### config.mk
export PLATFORM = sky130hd
export DESIGN_NAME = hpwm_timer
export DESIGN_NICKNAME = d
export VERILOG_FILES = /design/src/rtl/hpwm_pkg.sv /design/src/rtl/hpwm_regs.sv /design/src/rtl/hpwm_counter.sv /design/src/rtl/hpwm_edge.sv /design/src/rtl/hpwm_timer.sv
export SDC_FILE = /design/constraint.sdc
export NUM_CORES = 1
export LEC_CHECK = 0
export BUFFER_PORTS_ARGS = -buffer_cell sky130_fd_sc_hd__buf_2
export CORE_MARGIN = 2
export CORE_UTILIZATION = 30
export CTS_CLUSTER_SIZE = 10
export DETAILED_ROUTE_END_ITERATION = 7
export MAX_ROUTING_LAYER = met4
export PLACE_DENSITY_LB_ADDON = 0.05
export SYNTH_ARGS = -nofsm -noshare
export SYNTH_HDL_FRONTEND = slang
export SYNTH_SLANG_ARGS = --single-unit
### constraint.sdc
create_clock -name clk_i -period 4 [get_ports clk_i]
set_input_delay 0.8 -clock clk_i [delete_from_list [all_inputs] [get_ports clk_i]]
set_output_delay 0.8 -clock clk_i [all_outputs]
set_load 0.01 [all_outputs]
### src/rtl/hpwm_pkg.sv
`timescale 1ns/1ps
package hpwm_pkg;
  localparam int CTRL_W = 5;

  typedef enum logic [1:0] {
    SEL_CMP_A = 2'd0,
    SEL_CMP_B = 2'd1,
    SEL_CTRL  = 2'd2,
    SEL_NONE  = 2'd3
  } wr_sel_e;

  // bit 0 run, 1 fine, 2 buf_en, 3 invert, 4 out_en
  typedef struct packed {
    logic out_en;
    logic invert;
    logic buf_en;
    logic fine;
    logic run;
  } ctrl_t;
endpackage

### src/rtl/hpwm_regs.sv
`timescale 1ns/1ps
module hpwm_regs
  import hpwm_pkg::*;
#(
  parameter int CNT_W = 16
) (
  input  logic             clk_i,
  input  logic             rst_ni,
  input  logic             wr_en_i,
  input  logic [1:0]       wr_sel_i,
  input  logic [CNT_W-1:0] wr_data_i,
  input  logic             wrap_i,
  output ctrl_t            ctrl_o,
  output logic [CNT_W-1:0] a_eff_o,
  output logic [CNT_W-1:0] a_act_o,
  output logic [CNT_W-1:0] b_act_o
);
  ctrl_t            ctrl_q;
  logic [CNT_W-1:0] a_buf_q, a_act_q, b_buf_q, b_act_q;
  wr_sel_e          sel;
  logic             load;

  assign sel  = wr_sel_e'(wr_sel_i);
  assign load = wrap_i || !ctrl_q.run;

  always_ff @(posedge clk_i or negedge rst_ni) begin
    if (!rst_ni) begin
      ctrl_q  <= '0;
      a_buf_q <= '0;
      b_buf_q <= '0;
    end else if (wr_en_i) begin
      case (sel)
        SEL_CMP_A: a_buf_q <= wr_data_i;
        SEL_CMP_B: b_buf_q <= wr_data_i;
        SEL_CTRL:  ctrl_q  <= ctrl_t'(wr_data_i[CTRL_W-1:0]);
        default:   ;
      endcase
    end
  end

  // active copies follow the buffers at period end or while stopped
  always_ff @(posedge clk_i or negedge rst_ni) begin
    if (!rst_ni) begin
      a_act_q <= '0;
      b_act_q <= '0;
    end else if (load) begin
      a_act_q <= a_buf_q;
      b_act_q <= b_buf_q;
    end
  end

  assign ctrl_o  = ctrl_q;
  assign a_eff_o = ctrl_q.buf_en ? a_act_q : a_buf_q;
  assign a_act_o = a_act_q;
  assign b_act_o = b_act_q;
endmodule

### src/rtl/hpwm_counter.sv
`timescale 1ns/1ps
module hpwm_counter #(
  parameter int CNT_W = 16
) (
  input  logic             clk_i,
  input  logic             rst_ni,
  input  logic             run_i,
  input  logic             fine_i,
  input  logic [CNT_W-1:0] b_act_i,
  output logic [CNT_W-1:0] cnt_o,
  output logic [CNT_W-1:0] b_end_o,
  output logic             wrap_o
);
  logic [CNT_W-1:0] cnt_q;

  assign b_end_o = fine_i ? {1'b0, b_act_i[CNT_W-1:1]} : b_act_i;
  assign wrap_o  = run_i && (cnt_q == b_end_o);

  always_ff @(posedge clk_i or negedge rst_ni) begin
    if (!rst_ni)                cnt_q <= '0;
    else if (!run_i || wrap_o)  cnt_q <= '0;
    else                        cnt_q <= cnt_q + 1'b1;
  end

  assign cnt_o = cnt_q;
endmodule

### src/rtl/hpwm_edge.sv
`timescale 1ns/1ps
module hpwm_edge #(
  parameter int CNT_W        = 16,
  parameter bit HALF_STEP_EN = 1'b1
) (
  input  logic             clk_i,
  input  logic             rst_ni,
  input  logic             run_i,
  input  logic             fine_i,
  input  logic             invert_i,
  input  logic             out_en_i,
  input  logic [CNT_W-1:0] cnt_i,
  input  logic [CNT_W-1:0] a_i,
  input  logic [CNT_W-1:0] b_i,
  output logic             lvl_first_o,
  output logic             pwm_o
);
  localparam int TW = CNT_W + 1;

  logic [TW-1:0] t_first, t_second, a_w, b_w;
  logic          hi_first, hi_second;
  logic          first_q, second_q, lvl;

  assign a_w      = {1'b0, a_i};
  assign b_w      = {1'b0, b_i};
  assign t_first  = fine_i ? {cnt_i, 1'b0} : {1'b0, cnt_i};
  assign t_second = fine_i ? {cnt_i, 1'b1} : {1'b0, cnt_i};
  assign hi_first  = run_i && (t_first  >= a_w) && (t_first  < b_w);
  assign hi_second = run_i && (t_second >= a_w) && (t_second < b_w);

  always_ff @(posedge clk_i or negedge rst_ni) begin
    if (!rst_ni) begin
      first_q  <= 1'b0;
      second_q <= 1'b0;
    end else begin
      first_q  <= hi_first;
      second_q <= hi_second;
    end
  end

  generate
    if (HALF_STEP_EN) begin : g_half
      logic neg_q;
      // second half-step shown while clk is low
      always_ff @(negedge clk_i or negedge rst_ni) begin
        if (!rst_ni) neg_q <= 1'b0;
        else         neg_q <= second_q;
      end
      assign lvl = clk_i ? first_q : neg_q;
    end else begin : g_whole
      logic unused_second;
      assign unused_second = second_q;
      assign lvl = first_q;
    end
  endgenerate

  assign lvl_first_o = first_q;
  assign pwm_o       = out_en_i & (lvl ^ invert_i);
endmodule

### src/rtl/hpwm_timer.sv
`timescale 1ns/1ps
module hpwm_timer
  import hpwm_pkg::*;
#(
  parameter int CNT_W        = 16,
  parameter bit HALF_STEP_EN = 1'b1
) (
  input  logic             clk_i,
  input  logic             rst_ni,
  input  logic             wr_en_i,
  input  logic [1:0]       wr_sel_i,
  input  logic [CNT_W-1:0] wr_data_i,
  output logic             pwm_o
);
  ctrl_t            ctrl;
  logic [CNT_W-1:0] a_eff, a_act, b_act, cnt, b_end;
  logic             wrap, lvl_first;

  hpwm_regs #(.CNT_W(CNT_W)) u_regs (
    .clk_i, .rst_ni, .wr_en_i, .wr_sel_i, .wr_data_i,
    .wrap_i (wrap),
    .ctrl_o (ctrl),
    .a_eff_o(a_eff),
    .a_act_o(a_act),
    .b_act_o(b_act)
  );

  hpwm_counter #(.CNT_W(CNT_W)) u_cnt (
    .clk_i, .rst_ni,
    .run_i  (ctrl.run),
    .fine_i (ctrl.fine),
    .b_act_i(b_act),
    .cnt_o  (cnt),
    .b_end_o(b_end),
    .wrap_o (wrap)
  );

  hpwm_edge #(.CNT_W(CNT_W), .HALF_STEP_EN(HALF_STEP_EN)) u_edge (
    .clk_i, .rst_ni,
    .run_i      (ctrl.run),
    .fine_i     (ctrl.fine),
    .invert_i   (ctrl.invert),
    .out_en_i   (ctrl.out_en),
    .cnt_i      (cnt),
    .a_i        (a_eff),
    .b_i        (b_act),
    .lvl_first_o(lvl_first),
    .pwm_o
  );
endmodule

* Word-level counts from Yosys, hierarchy flattened
Cells that the tools add are included.
Word-level totals: register bits after elaboration 88, input port bits 21, output and inout port bits 1, word-level logic and storage cells 40
Operators by class: add/sub/neg operators 1, magnitude comparators 4, eq/ne operators 3, mux-type cells 6, bitwise logic cells 2, reduce and logical (&&, ||, !) cells 11
Operators by type and width (count):
- 16-bit two-way mux | 3
- 17-bit by 16-bit >= comparator with 1-bit output | 2
- 17-bit by 16-bit less-than comparator with 1-bit output | 2
- 17-bit two-way mux | 2
- 16-bit by 1-bit adder with 16-bit output, second input constant | 1
- 16-bit equality test | 1
- 2-bit AND reduction | 3
- 1-bit logical AND | 5
- 2-bit by 1-bit equality test with 1-bit output, second input constant | 1
- 2-bit equality test, second input constant | 1
- 2-bit logical NOT | 1
- 1-bit bitwise AND | 1
- 1-bit logical NOT | 1
- 1-bit logical OR | 1
- 1-bit two-way mux | 1
- 1-bit XOR | 1

* Longest topological paths before layout
depth in word-level cells 5, gate-level depth with buffers 13, depth with buffers taken out 9

* Modules after synthesis
From an unflattened synthesis, not the netlist that was laid out.
Unflattened totals: cells, all modules 435, area total of the unflattened synthesis 5266.3 um^2
By module, submodules not included:
- hpwm_regs | instances 1, cells an instance 166, area each 2782.7 um^2, sequential area each 1726.7 um^2
- hpwm_counter | instances 1, cells an instance 128, area each 1347.5 um^2, sequential area each 400.4 um^2
- hpwm_edge | instances 1, cells an instance 141, area each 1136.1 um^2, sequential area each 75.1 um^2

==> summary.md <==
| Metric | Value |
|---|---|
| Run status | `finished, violations left` |
| Failing checks | `negative setup slack` |
| RSZ-0062 raised after global routing | `true` |
| # port buffers | `21` |
| CP endpoint kind | `primary output` |
| Total gr overflow | `0` |
| Worst slew margin | `0.269` |
| Via Count | `just over 3000` |
| Peak supply drop | `0.225 mV` |
| WL per Instance | `16.6 um` |
| Mapped Avg Cell Area | `~12 um2` |
| Post-Synth XOR/XNOR Area | `0.0514` |
| Seq/Total Area, Yosys | `0.446` |
| DPL Wire Length | `7980 um` |
| I/O Pins | `22` |
| Critical path arrival | `3.39 ns` |
| Met1 usage | `0.191` |
| Power Dens Cells | `roughly 550 nW/um2` |
| Vias in the first global route | `3281` |
| Crit Path Max Fanout | `1` |
| Core Area | `16000 um2` |
| Iter 0 DRT Violations | `~100` |
| Adder-cell share of the synthesized area | `0.0836` |
| Reg clk slew, reported paths | `about 0.060 ns` |
| Filler cells | `1663` |
| Count leader, synth | `dfrtp_1` |
| Largest net degree at the start of global routing | `between 40 and 50` |
| Slew Viols, Final | `0` |
| Die area | `~18000 um2` |
| Nets | `around 490` |
| Post-synth top area share | `0.441` |
| Final setup viols | `1` |
| # DRC | `0` |
| Kind of critical path | `reg -> out` |
| Critical path required time | `roughly 3.2 ns` |
| Largest family of logic cells by synthesized area | `multiplexers` |
| Multiplexer share of the synthesized area | `0.248` |
| Prevailing post-synth register cell | `dfrtp_1` |
| Inserted Diodes | `0` |
| Seq. cell area | `2200 um2` |
| Post-synth top cells | `87 x dfrtp_1, 80 x mux2_2, 33 x ha_1` |
| Post-CTS Setup Inserts | `0` |
| LEAKAGE | `between 2 and 3 nW` |
| Number of max-cap violations | `0` |
| Flops & latches, synth | `between 80 and 90` |
| FP Rows | `46` |
| Busiest layer in global routing | `met2` |
| Post-Synthesis Cells | `about 410` |
| Layout cells sized above 1 | `0.305` |
| Startpoint Class | `register` |
| Drt pass-1 iters | `4` |
| Die width | `132 um` |
| Vias/cell | `around 4.7` |
| ANT nets after route | `0` |
| Total track usage | `0.141` |
| Final WS setup | `-0.187 ns` |
| Simple-Gate Fraction of Synth Area | `0.0785` |
| Number of synthesized flops with an enable pin | `0` |
| Antenna violations before repair | `0` |
| Hold_buf cts | `0` |
| Worst Max-Slew Pin Slew | `approximately 1.1 ns` |
| Asr flop ratio synth | `1.00` |
| First-pass GRT wire length | `~18000 um` |
| HP Class | `in -> async` |
| Number of warnings issued by yosys | `0` |
| Cell taking the most area after synthesis | `dfrtp_1` |
| Post-synthesis compound-gate area fraction | `0.0529` |
| Initial core utilization | `0.309` |
| Area of the multi-input gates | `between 2000 and 3000 um2` |
| Endpoints failing hold | `0` |
| Post-synthesis cell area | `between 4000 and 5000 um2` |
| Synth top area cells | `dfrtp_1 44%, mux2_2 18%, ha_1 8.4%, mux2i_1 5.9%, xnor2_1 2.7%` |
| Yosys cell types | `between 40 and 50` |
| CTS tree | `done` |
| Place WS | `about 0.38 ns` |
| Clock skew | `about 0.022 ns` |
| Final hold slack | `between 0.4 and 0.5 ns` |
| Routability Congestion | `0.761` |
| Final WL | `10900 um` |
| Die Y | `between 100 and 150 um` |
| Syn-to-layout area delta | `14.5%` |
| Syn nets | `between 400 and 500` |
| M3 GR Usage | `0.0369` |
| Global Route met2 Usage | `0.196` |
| Worst skew pair latency | `approximately 0.48 ns` |
-- placed cells by master, fill, tap and decap left out, types with 2 or more instances in the layout --
cell type and count:
inv_1 20, nor3_1 2, nand3b_1 3, clkinv_2 2, mux2_2 80, a21oi_1 9, a211oi_1 2, bufinv_16 2
buf_4 8, nand4_1 12, nor2b_1 2, nand2b_1 2, ha_1 33, a221oi_1 3, a21o_1 11, dfrtp_1 87
nor2_1 26, mux2_1 3, nand3_1 6, xnor2_1 15, nor4b_1 2, and3_1 3, xor2_1 14, o21ai_0 5
nand2_1 9, mux2i_1 28, clkbuf_16 12, buf_2 20
-- state kept, by name (all words and copies together) (netlist names) --
name                 count
u_cnt.cnt_o             16
u_edge.g_half.neg_q      1
u_edge.lvl_first_o       1
u_edge.second_q          1
u_regs.a_act_o          16
u_regs.a_buf_q          16
u_regs.b_act_o          16
u_regs.b_buf_q          16
u_regs.ctrl_o            5
-- routing by layer --
layer  vias to the layer above  wire, um
li1                       1521         -
met1                      1528      5630
met2                        30      4720
met3                        17       246
met4                         0       267
met5                         -         0
-- stage by stage --
step                power [mW]  TNS, ns  utilization  instance area [um2]  std cells
finish                    3.11   -0.187        0.354                 5660        655
detailed placement        2.08        0        0.329                 5260        636
global placement          2.06        0        0.329                 5260        636
floorplan                 1.85        0            -                 4940        413
global route              3.33   -0.283        0.354                 5660        655
CTS                       3.17   -0.236        0.354                 5660        655
-- final timing paths --
| kind | start | end | slack, ns | cells after the start |
|---|---|---|---|---|
| max | u_edge.g_half.neg_q | pwm_o | -0.19 | 4 |
| min | rst_ni | u_regs.b_buf_q[11] | 0.46 | 2 |
| max reg2reg | u_regs.ctrl_o[1] | u_edge.second_q | 0.71 | 7 |
| min reg2reg | u_regs.b_buf_q[4] | u_regs.b_act_o[4] | 0.50 | 1 |
| max in group asynchronous | rst_ni | u_edge.g_half.neg_q | 1.88 | 1 |
| min in group clk_i | u_regs.b_buf_q[4] | u_regs.b_act_o[4] | 0.50 | 1 |
-- final cells by class --
class                           count  share of cell area
Multi-Input combinational cell    283               0.451
Sequential cell                    88               0.389
Clock buffer                       15              0.0571
Tap cell                          216              0.0478
Timing Repair Buffer               27              0.0274
Clock inverter                      5              0.0139
Inverter                           21              0.0139
-- power by group --
part,switching (mW),total (mW),internal [mW]
Sequential,0.194,1.28,1.09
Clock,0.378,1.08,0.701
Combinational,0.350,0.751,0.401
Total,0.922,3.11,2.19
-- critical path, cell delays in order (launching register included) --
cell and delay, ns:
dfrtn_1 0.33, mux2i_2 0.19, xnor2_1 0.14, and2_1 0.12
buf_2 0.12
-- logic make-up (layout without fill, tap and decap cells) --
family	Yosys count	in the layout
AOI/OAI and AO/OA	35	35
buffers and inverters	42	68
muxes	112	112
DFF	88	88
adders and majority gates	33	33
and+or+nand+nor	74	74
xor gates and xnor gates	29	29
-- what timing repair did --
item                                    4_1_cts  5_1_grt
endpoints found under the setup margin        1        1
cloned                                        0        0
pin swaps                                     1        2
gates resized for setup                       1        0
No activity file was read; power rests on OpenSTA's default activity.
